File: config.mk
export PLATFORM = sky130hd
export DESIGN_NAME = hdx_tx_mac
export DESIGN_NICKNAME = d
export VERILOG_FILES = /design/src/rtl/hdx_tx_pkg.sv /design/src/rtl/hdx_tx_lfsr.sv /design/src/rtl/hdx_tx_gap.sv /design/src/rtl/hdx_tx_backoff.sv /design/src/rtl/hdx_tx_mac.sv
export SDC_FILE = /design/constraint.sdc
export NUM_CORES = 1
export LEC_CHECK = 0
export BUFFER_PORTS_ARGS = -buffer_cell sky130_fd_sc_hd__buf_2
export CORE_MARGIN = 10
export CORE_UTILIZATION = 50
export CTS_CLUSTER_SIZE = 10
export DETAILED_ROUTE_END_ITERATION = 12
export HOLD_SLACK_MARGIN = 0.08
export PLACE_DENSITY = 0.67
export SLEW_MARGIN = 25
export SYNTH_ARGS = -nofsm -noshare
export SYNTH_HDL_FRONTEND = slang
export SYNTH_HIERARCHICAL = 1
export SYNTH_SLANG_ARGS = --single-unit
File: constraint.sdc
create_clock -name clk -period 2.64 [get_ports clk]
set_input_delay 0.264 -clock clk [delete_from_list [all_inputs] [get_ports clk]]
set_output_delay 0.264 -clock clk [all_outputs]
set_load 0.05 [all_outputs]
File: src/rtl/hdx_tx_pkg.sv
package hdx_tx_pkg;

  typedef enum logic [2:0] {
    ST_IDLE,
    ST_PRE,
    ST_DATA,
    ST_JAM,
    ST_BACKOFF
  } tx_state_e;

  // Highest slot count allowed after the n-th collision: 2^min(n,cap)-1.
  function automatic int unsigned backoff_mask(int unsigned n, int unsigned cap);
    int unsigned e;
    e = (n < cap) ? n : cap;
    return (32'd1 << e) - 32'd1;
  endfunction

  // Preamble dibit: 01 everywhere except the last dibit of the delimiter.
  function automatic logic [1:0] preamble_dibit(logic is_last);
    return is_last ? 2'b11 : 2'b01;
  endfunction

  // Dibit i of a byte, low bits first.
  function automatic logic [1:0] pick_dibit(logic [7:0] b, logic [1:0] i);
    return b[2*i +: 2];
  endfunction

endpackage

File: src/rtl/hdx_tx_lfsr.sv
module hdx_tx_lfsr #(
  parameter int W = 16,
  parameter logic [W-1:0] TAPS = 16'hB400,
  parameter logic [W-1:0] SEED = 16'h1ACE,
  parameter int OUT_W = 10
) (
  input  logic             clk,
  input  logic             rst_n,
  output logic [OUT_W-1:0] rnd
);
  logic [W-1:0] st;

  always_ff @(posedge clk) begin
    if (!rst_n) st <= SEED;
    else if (st[0]) st <= (st >> 1) ^ TAPS;
    else st <= st >> 1;
  end

  assign rnd = st[OUT_W-1:0];
endmodule

File: src/rtl/hdx_tx_gap.sv
module hdx_tx_gap #(
  parameter int IPG_DIBITS = 48
) (
  input  logic clk,
  input  logic rst_n,
  input  logic tx_en,
  output logic gap_ok
);
  localparam int GW = $clog2(IPG_DIBITS + 1);
  localparam logic [GW-1:0] SAT = GW'(IPG_DIBITS);
  localparam logic [GW-1:0] OK_AT = GW'(IPG_DIBITS - 1);

  logic [GW-1:0] cnt;

  always_ff @(posedge clk) begin
    if (!rst_n) cnt <= SAT;
    else if (tx_en) cnt <= '0;
    else if (cnt != SAT) cnt <= cnt + 1'b1;
  end

  assign gap_ok = (cnt >= OK_AT);
endmodule

File: src/rtl/hdx_tx_backoff.sv
module hdx_tx_backoff
  import hdx_tx_pkg::*;
#(
  parameter int SLOT_DIBITS = 256,
  parameter int BACKOFF_CAP = 10,
  parameter int ATT_W = 5
) (
  input  logic                   clk,
  input  logic                   rst_n,
  input  logic                   load,
  input  logic [ATT_W-1:0]       attempts,
  input  logic [BACKOFF_CAP-1:0] rnd,
  output logic                   done
);
  localparam int SW = (SLOT_DIBITS > 1) ? $clog2(SLOT_DIBITS) : 1;
  localparam logic [SW-1:0] SLOT_END = SW'(SLOT_DIBITS - 1);

  logic                   active;
  logic [BACKOFF_CAP-1:0] slots;
  logic [SW-1:0]          cyc;
  logic [31:0]            mask_full;

  assign mask_full = backoff_mask(32'(attempts), BACKOFF_CAP);
  assign done = active && (slots == '0);

  always_ff @(posedge clk) begin
    if (!rst_n) begin
      active <= 1'b0;
      slots  <= '0;
      cyc    <= '0;
    end else if (load) begin
      active <= 1'b1;
      slots  <= rnd & mask_full[BACKOFF_CAP-1:0];
      cyc    <= '0;
    end else if (done) begin
      active <= 1'b0;
    end else if (active) begin
      if (cyc == SLOT_END) begin
        cyc   <= '0;
        slots <= slots - 1'b1;
      end else begin
        cyc <= cyc + 1'b1;
      end
    end
  end
endmodule

File: src/rtl/hdx_tx_mac.sv
module hdx_tx_mac
  import hdx_tx_pkg::*;
#(
  parameter int IPG_DIBITS   = 48,
  parameter int SLOT_DIBITS  = 256,
  parameter int LATE_DIBITS  = 256,
  parameter int JAM_DIBITS   = 16,
  parameter int MAX_ATTEMPTS = 16,
  parameter int BACKOFF_CAP  = 10,
  parameter int LFSR_W       = 16
) (
  input  logic       clk,
  input  logic       rst_n,
  input  logic       full_duplex,
  input  logic       crs,
  input  logic       col,
  input  logic       frame_ready,
  input  logic [7:0] rd_data,
  input  logic       rd_last,
  output logic       rd_en,
  output logic [1:0] txd,
  output logic       tx_en,
  output logic       tx_done,
  output logic       tx_abort,
  output logic       tx_drop,
  output logic       tx_rewind
);
  localparam int CNT_W = $clog2(LATE_DIBITS + 1);
  localparam int ATT_W = $clog2(MAX_ATTEMPTS + 1);
  localparam int JAM_W = (JAM_DIBITS > 1) ? $clog2(JAM_DIBITS) : 1;
  localparam logic [CNT_W-1:0] LATE_L = CNT_W'(LATE_DIBITS);
  localparam logic [ATT_W-1:0] MAX_L  = ATT_W'(MAX_ATTEMPTS);
  localparam logic [JAM_W-1:0] JAM_END = JAM_W'(JAM_DIBITS - 1);

  tx_state_e        state;
  logic [4:0]       pre_cnt;
  logic [1:0]       dib;
  logic [7:0]       shreg;
  logic             last_q;
  logic [CNT_W-1:0] tx_cnt;
  logic [ATT_W-1:0] attempts;
  logic [JAM_W-1:0] jam_cnt;

  // Named internal events
  logic half, sending, coll_hit, late_hit, early_hit;
  logic pre_end, byte_end, start_go, jam_end, give_up;
  logic gap_ok, bo_done;
  logic [BACKOFF_CAP-1:0] rnd;

  hdx_tx_lfsr #(.W(LFSR_W), .OUT_W(BACKOFF_CAP)) u_lfsr (
    .clk(clk), .rst_n(rst_n), .rnd(rnd)
  );

  hdx_tx_gap #(.IPG_DIBITS(IPG_DIBITS)) u_gap (
    .clk(clk), .rst_n(rst_n), .tx_en(tx_en), .gap_ok(gap_ok)
  );

  hdx_tx_backoff #(
    .SLOT_DIBITS(SLOT_DIBITS), .BACKOFF_CAP(BACKOFF_CAP), .ATT_W(ATT_W)
  ) u_bo (
    .clk(clk), .rst_n(rst_n), .load(tx_rewind), .attempts(attempts),
    .rnd(rnd), .done(bo_done)
  );

  assign half      = !full_duplex;
  assign sending   = (state == ST_PRE) || (state == ST_DATA);
  assign coll_hit  = half && col && sending;
  assign late_hit  = coll_hit && (tx_cnt >= LATE_L);
  assign early_hit = coll_hit && !late_hit;
  assign pre_end   = (state == ST_PRE) && (pre_cnt == 5'd31);
  assign byte_end  = (state == ST_DATA) && (dib == 2'd3);
  assign start_go  = (state == ST_IDLE) && frame_ready && gap_ok && !(half && crs);
  assign jam_end   = (state == ST_JAM) && (jam_cnt == JAM_END);
  assign give_up   = (attempts == MAX_L);

  assign tx_en     = sending || (state == ST_JAM);
  assign tx_done   = byte_end && last_q && !coll_hit;
  assign tx_abort  = late_hit;
  assign tx_drop   = jam_end && give_up;
  assign tx_rewind = jam_end && !give_up;
  assign rd_en     = (pre_end || (byte_end && !last_q)) && !coll_hit;

  always_comb begin
    unique case (state)
      ST_PRE:  txd = preamble_dibit(pre_cnt == 5'd31);
      ST_DATA: txd = pick_dibit(shreg, dib);
      ST_JAM:  txd = 2'b10;
      default: txd = 2'b00;
    endcase
  end

  always_ff @(posedge clk) begin
    if (!rst_n) begin
      state    <= ST_IDLE;
      pre_cnt  <= '0;
      dib      <= '0;
      shreg    <= '0;
      last_q   <= 1'b0;
      tx_cnt   <= '0;
      attempts <= '0;
      jam_cnt  <= '0;
    end else begin
      if (sending && tx_cnt != LATE_L) tx_cnt <= tx_cnt + 1'b1;
      unique case (state)
        ST_IDLE: if (start_go) begin
          state   <= ST_PRE;
          pre_cnt <= '0;
          tx_cnt  <= '0;
        end
        ST_PRE, ST_DATA: begin
          if (late_hit) begin
            state    <= ST_IDLE;
            attempts <= '0;
          end else if (early_hit) begin
            state    <= ST_JAM;
            jam_cnt  <= '0;
            attempts <= attempts + 1'b1;
          end else if (pre_end || (byte_end && !last_q)) begin
            state  <= ST_DATA;
            dib    <= '0;
            shreg  <= rd_data;
            last_q <= rd_last;
          end else if (byte_end) begin
            state    <= ST_IDLE;
            attempts <= '0;
          end else if (state == ST_PRE) begin
            pre_cnt <= pre_cnt + 1'b1;
          end else begin
            dib <= dib + 1'b1;
          end
        end
        ST_JAM: begin
          if (jam_end) begin
            state <= give_up ? ST_IDLE : ST_BACKOFF;
            if (give_up) attempts <= '0;
          end else begin
            jam_cnt <= jam_cnt + 1'b1;
          end
        end
        ST_BACKOFF: if (bo_done) state <= ST_IDLE;
        default: state <= ST_IDLE;
      endcase
    end
  end
endmodule

==> results of run 1 <==
[worst paths after layout]
kind                            slack [ps]             to           from
worst max-delay path                   140          rd_en     pre_cnt[0]
worst min-delay path                   160         last_q        rd_last
worst max register to register         380  u_bo/slots[5]  u_bo/slots[0]
worst min register to register         410   u_lfsr/st[9]  u_lfsr/st[10]
[per-layer routing]
layer / GRT usage [%] / vias to the layer above / routed length, µm
met5: 0 / - / 0
met4: 4.17 / 0 / 92
met3: 3.19 / 7 / 296
met2: 21.3 / 40 / 3780
met1: 17.6 / 1544 / 4180
li1: - / 1680 / -
[power by group]
part / total [mW] / switching, mW / internal [mW]
logic: 0.654 / 0.402 / 0.252
clock network: 1.08 / 0.431 / 0.648
registers: 1.32 / 0.0761 / 1.24
total: 3.05 / 0.909 / 2.14
[cell usage after synthesis, types with 6 or more instances]
cell type / number
ha_1: 13
nor4_1: 6
nand4_1: 7
nor2_1: 42
nand2_1: 33
xnor2_1: 21
a21oi_1: 22
nor2b_1: 24
xor2_1: 9
buf_2: 6
and2_1: 8
clkbuf_1: 8
nor3_1: 13
nand2b_1: 8
dfxtp_1: 78
nand3_1: 18
o21ai_0: 14
mux2i_1: 12
buf_4: 11
inv_1: 20
[sequential cells by signal, indices dropped and copies added, names as in the netlist, 3 cells and up]
register and flops:
u_lfsr/st 16, u_bo/slots 10, tx_cnt 9, shreg 8, u_bo/cyc 8, u_gap/cnt 6, attempts 5, pre_cnt 5
jam_cnt 4, state 3
[critical path, delay by kind of cell (launching register included)]
family	cells	cell delay, ps
AO/OA/AOI/OAI	1	440
adder cells (fa/ha/maj)	2	430
flip-flops	1	370
buffers and inverters	1	360
AND/OR/NAND/NOR	2	290
[kinds of logic (layout without fill, tap and decap cells)]
group                    count (synthesis)  after routing  synth area share [%]
flip-flops                              78             78                  37.7
buffers and inverters                   49             69                  6.01
AND/OR/NAND/NOR                        210            210                  28.7
XOR/XNOR                                30             30                  6.35
AO/OA/AOI/OAI                           77             77                  13.3
adder cells (fa/ha/maj)                 13             13                  3.93
multiplexers                            14             14                  3.99
[stage by stage]
stage / worst slack (ps) / hold slack, ps / power [mW] / area (µm²) / std cells
after global routing: 26.5 / 175 / 3.21 / 4550 / 596
final: 142 / 160 / 3.05 / 4550 / 596
after floorplan: 164 / 337 / 1.86 / 4140 / 471
after CTS: 66.6 / 157 / 3.07 / 4550 / 596
after global placement: 464 / 388 / 1.97 / 4310 / 581
after detailed placement: 412 / 392 / 1.99 / 4310 / 581
[area by class of cell]
| type | instances | share of cell area (%) |
|---|---|---|
| inverters | 20 | 1.65 |
| multi-input cells | 344 | 51.3 |
| flip-flops and latches | 78 | 34.3 |
| repair buffers | 34 | 4.67 |
| well taps | 105 | 2.88 |
| clock inverters | 4 | 2.09 |
| clock buffers | 11 | 3.10 |
[cell usage in the layout (no fill, tap or decap), drive strengths merged, types with 4 or more instances in the layout]
master	Yosys	routed
or3	6	6
nand2	33	33
nand4	7	7
inv	20	20
nor4	6	6
a211oi	4	4
nor4b	4	4
nor3b	4	4
o211ai	4	4
xnor2	21	21
or2b	4	4
a21oi	22	22
nand2b	9	9
nor3	14	14
o21ai	17	17
xor2	9	9
and2	10	10
ha	13	13
nor2	44	44
nand3	19	19
buf	20	34
dfxtp	78	78
nor2b	24	24
clkbuf	9	11
mux2i	12	12
and3	5	5
==> metrics.md, run 1 <==
| Metric | Value |
|---|---|
| Unrepaired setup endpoints after global routing | `no` |
| Dominant cell type by area after synthesis | `dfxtp_1` |
| Worst-Skew Late Latency | `360 ps` |
| Setup Viol. Count Final | `0` |
| Most frequent CP cell | `ha_1` |
| Critical path cell sequence | `ha_1 -> and3_1 -> ha_1 -> nand3b_1 -> a211oi_2 -> buf_2` |
| Rel. slew slack | `46.1%` |
| Post-synth ARST share | `0%` |
| Synthesized area | `0.00414 mm²` |
| Sequential fraction of the synthesis area | `37.7%` |
| Largest cells by area after synthesis | `dfxtp_1, xnor2_1, ha_1, nor2_1, nor2b_1` |
| Yosys reg bits | `78` |
| Slew Limit Fails | `0` |
| Register area | `0.00156 mm²` |
| Util after Layout | `56.0%` |
| Layout filler cell count | `736` |
| Crit path launch type | `flip-flop` |
| Fin Setup TNS | `0 ps` |
| Reg2reg path depth | `7` |
| Final Cycle Share | `94.6%` |
| VDD IR max | `346 µV` |
| Status | `finished clean` |
| Detailed Place HPWL | `5990 µm` |
| Max incr delay on CP | `440 ps` |
| Initial antenna violation count | `0` |
| Fraction of layout cells with a size suffix above 1 | `14.1%` |
| Syn. warnings | `6` |
| Area of the multi-input gates | `0.00234 mm²` |
| Maximum fanout along the worst path | `6` |
| Tmin final | `2500 ps` |
| Final GP Congestion | `0.797` |
| Ys flop type | `dfxtp_1` |
| Inserted Diodes | `0` |
| Synth-to-Final Area Change | `10.0%` |
| Netlist cell types | `76` |
| TritonCTS Buffers | `9` |
| Critical Path Slowest Stage Cell | `a211oi_2` |
| Global route total overflow | `0` |
| Clk_skew | `12.0 ps` |
| Post-synthesis average cell area | `8.79 µm²` |
| Max cap viols | `0` |
| Gates resized, CTS repair | `0` |
| Final WL | `8350 µm` |
| H-tree depth | `3` |
| Hold Crit Depth | `3` |
| Crit path capture type | `output port` |
| Max Freq | `0.400 GHz` |
| Core area | `0.00813 mm²` |
| IO Count | `23` |
| Vias in the first global route | `3096` |
| Syn_nets | `499` |
| Setup Fix Bufs, Post-CTS | `0` |
| Post-Synthesis Cells | `471` |
| CTS tree | `built` |
| P_leak | `1.74 nW` |
| Port Buf Inserts | `22` |
| # clock sinks | `78` |
| Pwr Density | `669 mW/mm²` |
| Initial Util | `50.9%` |
| Nets | `515` |
| Critical path required time | `2380 ps` |
| Final ANT Viol Nets | `0` |
| Root buf cell | `clkbuf_8` |
| Worst Tran Pin Value | `800 ps` |
| Chip Width | `111 µm` |
| Top-area cell type share of the netlist area | `37.7%` |
| Final hold viol count | `0` |
| Cts hold-fix bufs | `0` |
| # rows | `33` |
| Max Buffers Root-to-Sink | `2` |
| DR pass1 iterations | `4` |
| Crit path DAT | `2230 ps` |
| Post-route DRC | `0` |
| GRT Total Usage | `13.5%` |
| Initial DRC Count | `99` |
| Die Ht | `111 µm` |
| WL/cell | `14.0 µm` |
| Via count of the routed design | `3271` |
| Drt via density | `5.49` |
| Largest net degree at the start of global routing | `26` |
| Hold Path Class | `in2reg` |
| CTS clk-pin slew, worst paths | `80 ps` |
| Number of synthesized flops with an enable pin | `0` |
| Critical path class | `reg2out` |
| Full die area | `0.0123 mm²` |
| First-pass GRT wire length | `14300 µm` |
Power figures use the tool's default switching activity.
==> inputs of run 2 (changes only) <==
--- a/config.mk
+++ b/config.mk
@@ -12,6 +12,8 @@
 export DETAILED_ROUTE_END_ITERATION = 12
 export HOLD_SLACK_MARGIN = 0.08
 export PLACE_DENSITY = 0.67
+export RECOVER_POWER = 100
+export REMOVE_ABC_BUFFERS = 1
 export SLEW_MARGIN = 25
 export SYNTH_ARGS = -nofsm -noshare
 export SYNTH_HDL_FRONTEND = slang
==> run 2 against run 1 <==
  * Non-clock buffer count is 2 lower
  * Global-route usage up 0.28 points
  * Sequential share of layout area grew 0.48 points
  * Highest routed layer unchanged
==> metrics.md, run 2 (same netlist as run 1, synthesis figures left out) <==
| Metric | Value |
|---|---|
| Reg2reg path depth | `7 (unchanged)` |
| Most frequent CP cell | `ha_1` |
| Synth-to-Final Area Change | `8.49%` |
| Maximum fanout along the worst path | `5 (-1)` |
| R2R Path End | `u_bo/slots[5]` |
| H-tree depth | `3 (unchanged)` |
| Rel. slew slack | `20.6% (-26 points)` |
| Largest net degree at the start of global routing | `26 (unchanged)` |
| Worst Tran Pin Value | `1180 ps (+381 ps)` |
| Number of flip-flops in the largest register | `16 (unchanged)` |
| Internal cell power | `2.14 mW (+0.15%)` |
| Nets | `513 (-0.39%)` |
| GRT Total Usage | `13.7% (+0.28 points)` |
| Final Cycle Share | `93.4% (-1.2 points)` |
| Largest regs | `u_lfsr/st: 16 flops, u_bo/slots: 10 flops, tx_cnt: 9 flops` |
| Crit. Startpoint | `pre_cnt[0]` |
| Final total power | `3.08 mW (+1.0%)` |
| Post-route DRC | `0 (unchanged)` |
| Final ANT Viol Nets | `0 (unchanged)` |
| Crit path capture type | `output port` |
| Setup Fix Bufs, Post-CTS | `0 (unchanged)` |
| Final hold viol count | `0 (unchanged)` |
| Unrepaired setup endpoints after global routing | `no` |
| # clock sinks | `78 (unchanged)` |
| Reg2reg start | `u_bo/slots[0]` |
| Worst-Skew Late Latency | `360 ps (about the same)` |
| Gates resized, CTS repair | `0 (unchanged)` |
| Chip Width | `111 µm (unchanged)` |
| Max Buffers Root-to-Sink | `2 (unchanged)` |
| WP buf/inv | `1 (unchanged)` |
| DR pass1 iterations | `4 (unchanged)` |
| Switching pwr | `936 µW (+3.0%)` |
| Die Ht | `111 µm (unchanged)` |
| Initial antenna violation count | `0 (unchanged)` |
| Critical Path Slowest Stage Cell | `a211oi_2` |
| CTS tree | `built` |
| Layout filler cell count | `755 (+2.6%)` |
| Max incr delay on CP | `420 ps (-20 ps)` |
| CP delay by family, top | `adder cells` |
| # rows | `33 (unchanged)` |
| Crit path DAT | `2200 ps (-30 ps)` |
| Fraction of layout cells with a size suffix above 1 | `11.4% (-2.6 points)` |
| Critical path cell sequence | `ha_1 -> and3_1 -> ha_1 -> nand3b_1 -> a211oi_2 -> buf_2` |
| TritonCTS Buffers | `9 (unchanged)` |
| P_leak | `1.69 nW (-3.2%)` |
| Full die area | `0.0123 mm² (unchanged)` |
| Inserted Diodes | `0 (unchanged)` |
| WL/cell | `14.3 µm (+2.0%)` |
| Core area | `0.00813 mm² (unchanged)` |
| Max Freq | `0.406 GHz (+1.3%)` |
| Clock power share | `36.7% (+1.3 points)` |
| Clk_skew | `7.82 ps (-4.20 ps)` |
| Critical path destination | `rd_en` |
| Critical path class | `reg2out` |
| Critical path required time | `2380 ps (about the same)` |
| Tmin final | `2470 ps (-32.7 ps)` |
| Most common cell after layout, fill and taps aside | `dfxtp_1` |
| Slew Limit Fails | `0 (unchanged)` |
| Final GP Congestion | `0.808 (+1.4%)` |
| IO Count | `23 (unchanged)` |
| Cts hold-fix bufs | `0 (unchanged)` |
| Biggest register | `u_lfsr/st` |
| Root buf cell | `clkbuf_8` |
| Hold Path Class | `in2reg` |
| Drt via density | `5.54 (+0.99%)` |
| CTS clk-pin slew, worst paths | `80 ps (about the same)` |
| Via count of the routed design | `3298 (+0.83%)` |
| Sequential Power Share | `42.3% (-0.9 points)` |
| Final hold slack | `164 ps (+3.58 ps)` |
| Sw Ratio | `30.4% (+0.59 points)` |
| Setup Viol. Count Final | `0 (unchanged)` |
| Stages on worst setup path | `6 (unchanged)` |
| Initial Util | `50.9% (unchanged)` |
| Initial DRC Count | `194 (+96%)` |
| Max cap viols | `0 (unchanged)` |
| Port Buf Inserts | `22 (unchanged)` |
| R2R setup slack | `230 ps (-150 ps)` |
| VDD IR max | `295 µV (-15%)` |
| Vias in the first global route | `3169 (+2.4%)` |
| Most frequent cells in the layout | `dfxtp_1, nor2_1, nand2_1` |
| Status | `finished clean` |
| Area of the multi-input gates | `0.00230 mm² (-1.6%)` |
| Crit path launch type | `flip-flop` |
| Pwr Density | `685 mW/mm² (+2.4%)` |
| First-pass GRT wire length | `14700 µm (+2.6%)` |
| Final WL | `8500 µm (+1.8%)` |
| Register area | `0.00156 mm² (unchanged)` |
| Comb pwr share | `20.9% (-0.5 points)` |
| Detailed Place HPWL | `6180 µm (+3.3%)` |
| Global route total overflow | `0 (unchanged)` |
## run 2: cell count changes in the layout (fill, tap and decap cells not counted), moves of 2 or more
cell	before	now
and2_0	1	3
and2_1	8	6
buf_2	22	14
buf_4	11	8
clkbuf_1	1	8
clkbuf_2	0	2
inv_6	0	2
## run 2: worst min-delay path by stage
stage	start	endpoint	slack [ps]	cells after the start
after global placement	u_lfsr/st[12]	u_lfsr/st[11]	390	1
after floorplan	rst_n	u_lfsr/st[12]	330	1
after detailed placement	u_lfsr/st[12]	u_lfsr/st[11]	400	1
after global routing	rd_data[1]	shreg[1]	150	3
after CTS	rd_data[1]	shreg[1]	150	3
final	rd_data[1]	shreg[1]	160	3
## run 2: power by group through the flow
stage	registers (mW)	clock network, mW	logic, mW
floorplan	1.34	0	0.476
global placement	1.33	0	0.643
detailed placement	1.33	0	0.660
CTS	1.30	1.16	0.665
global route	1.31	1.20	0.724
finish	1.30	1.13	0.644
## run 2: final cells by class
cell class / instances / share of cell area (%)
well taps: 105 / 2.92
inverters: 20 / 1.67
clock inverters: 6 / 2.59
flip-flops and latches: 78 / 34.8
clock buffers: 10 / 3.06
repair buffers: 32 / 3.79
multi-input cells: 344 / 51.2
## run 2: per-stage QoR
| stage | setup TNS, ps | util [%] | setup WS (ps) | cells | cell area, µm² |
|---|---|---|---|---|---|
| after floorplan | -8940 | - | -620 | 442 | 3970 |
| after global placement | 0 | 52.7 | 467 | 579 | 4280 |
| after detailed placement | 0 | 52.7 | 432 | 579 | 4280 |
| after CTS | 0 | 55.8 | 145 | 595 | 4540 |
| after global routing | 0 | 55.2 | 14.1 | 595 | 4490 |
| final | 0 | 55.2 | 175 | 595 | 4490 |
## run 2: layer usage
| layer | GRT usage (%) | part of all wire, % |
|---|---|---|
| met1 | 17.1 | 47 |
| met2 | 22.1 | 48 |
| met3 | 3.79 | 3.8 |
| met4 | 5.03 | 1.5 |
| met5 | 0 | 0 |
## run 2: tightest hold or removal path: stages
cell and delay [ps]:
buf_2 80, mux2i_1 50, nor2b_1 90
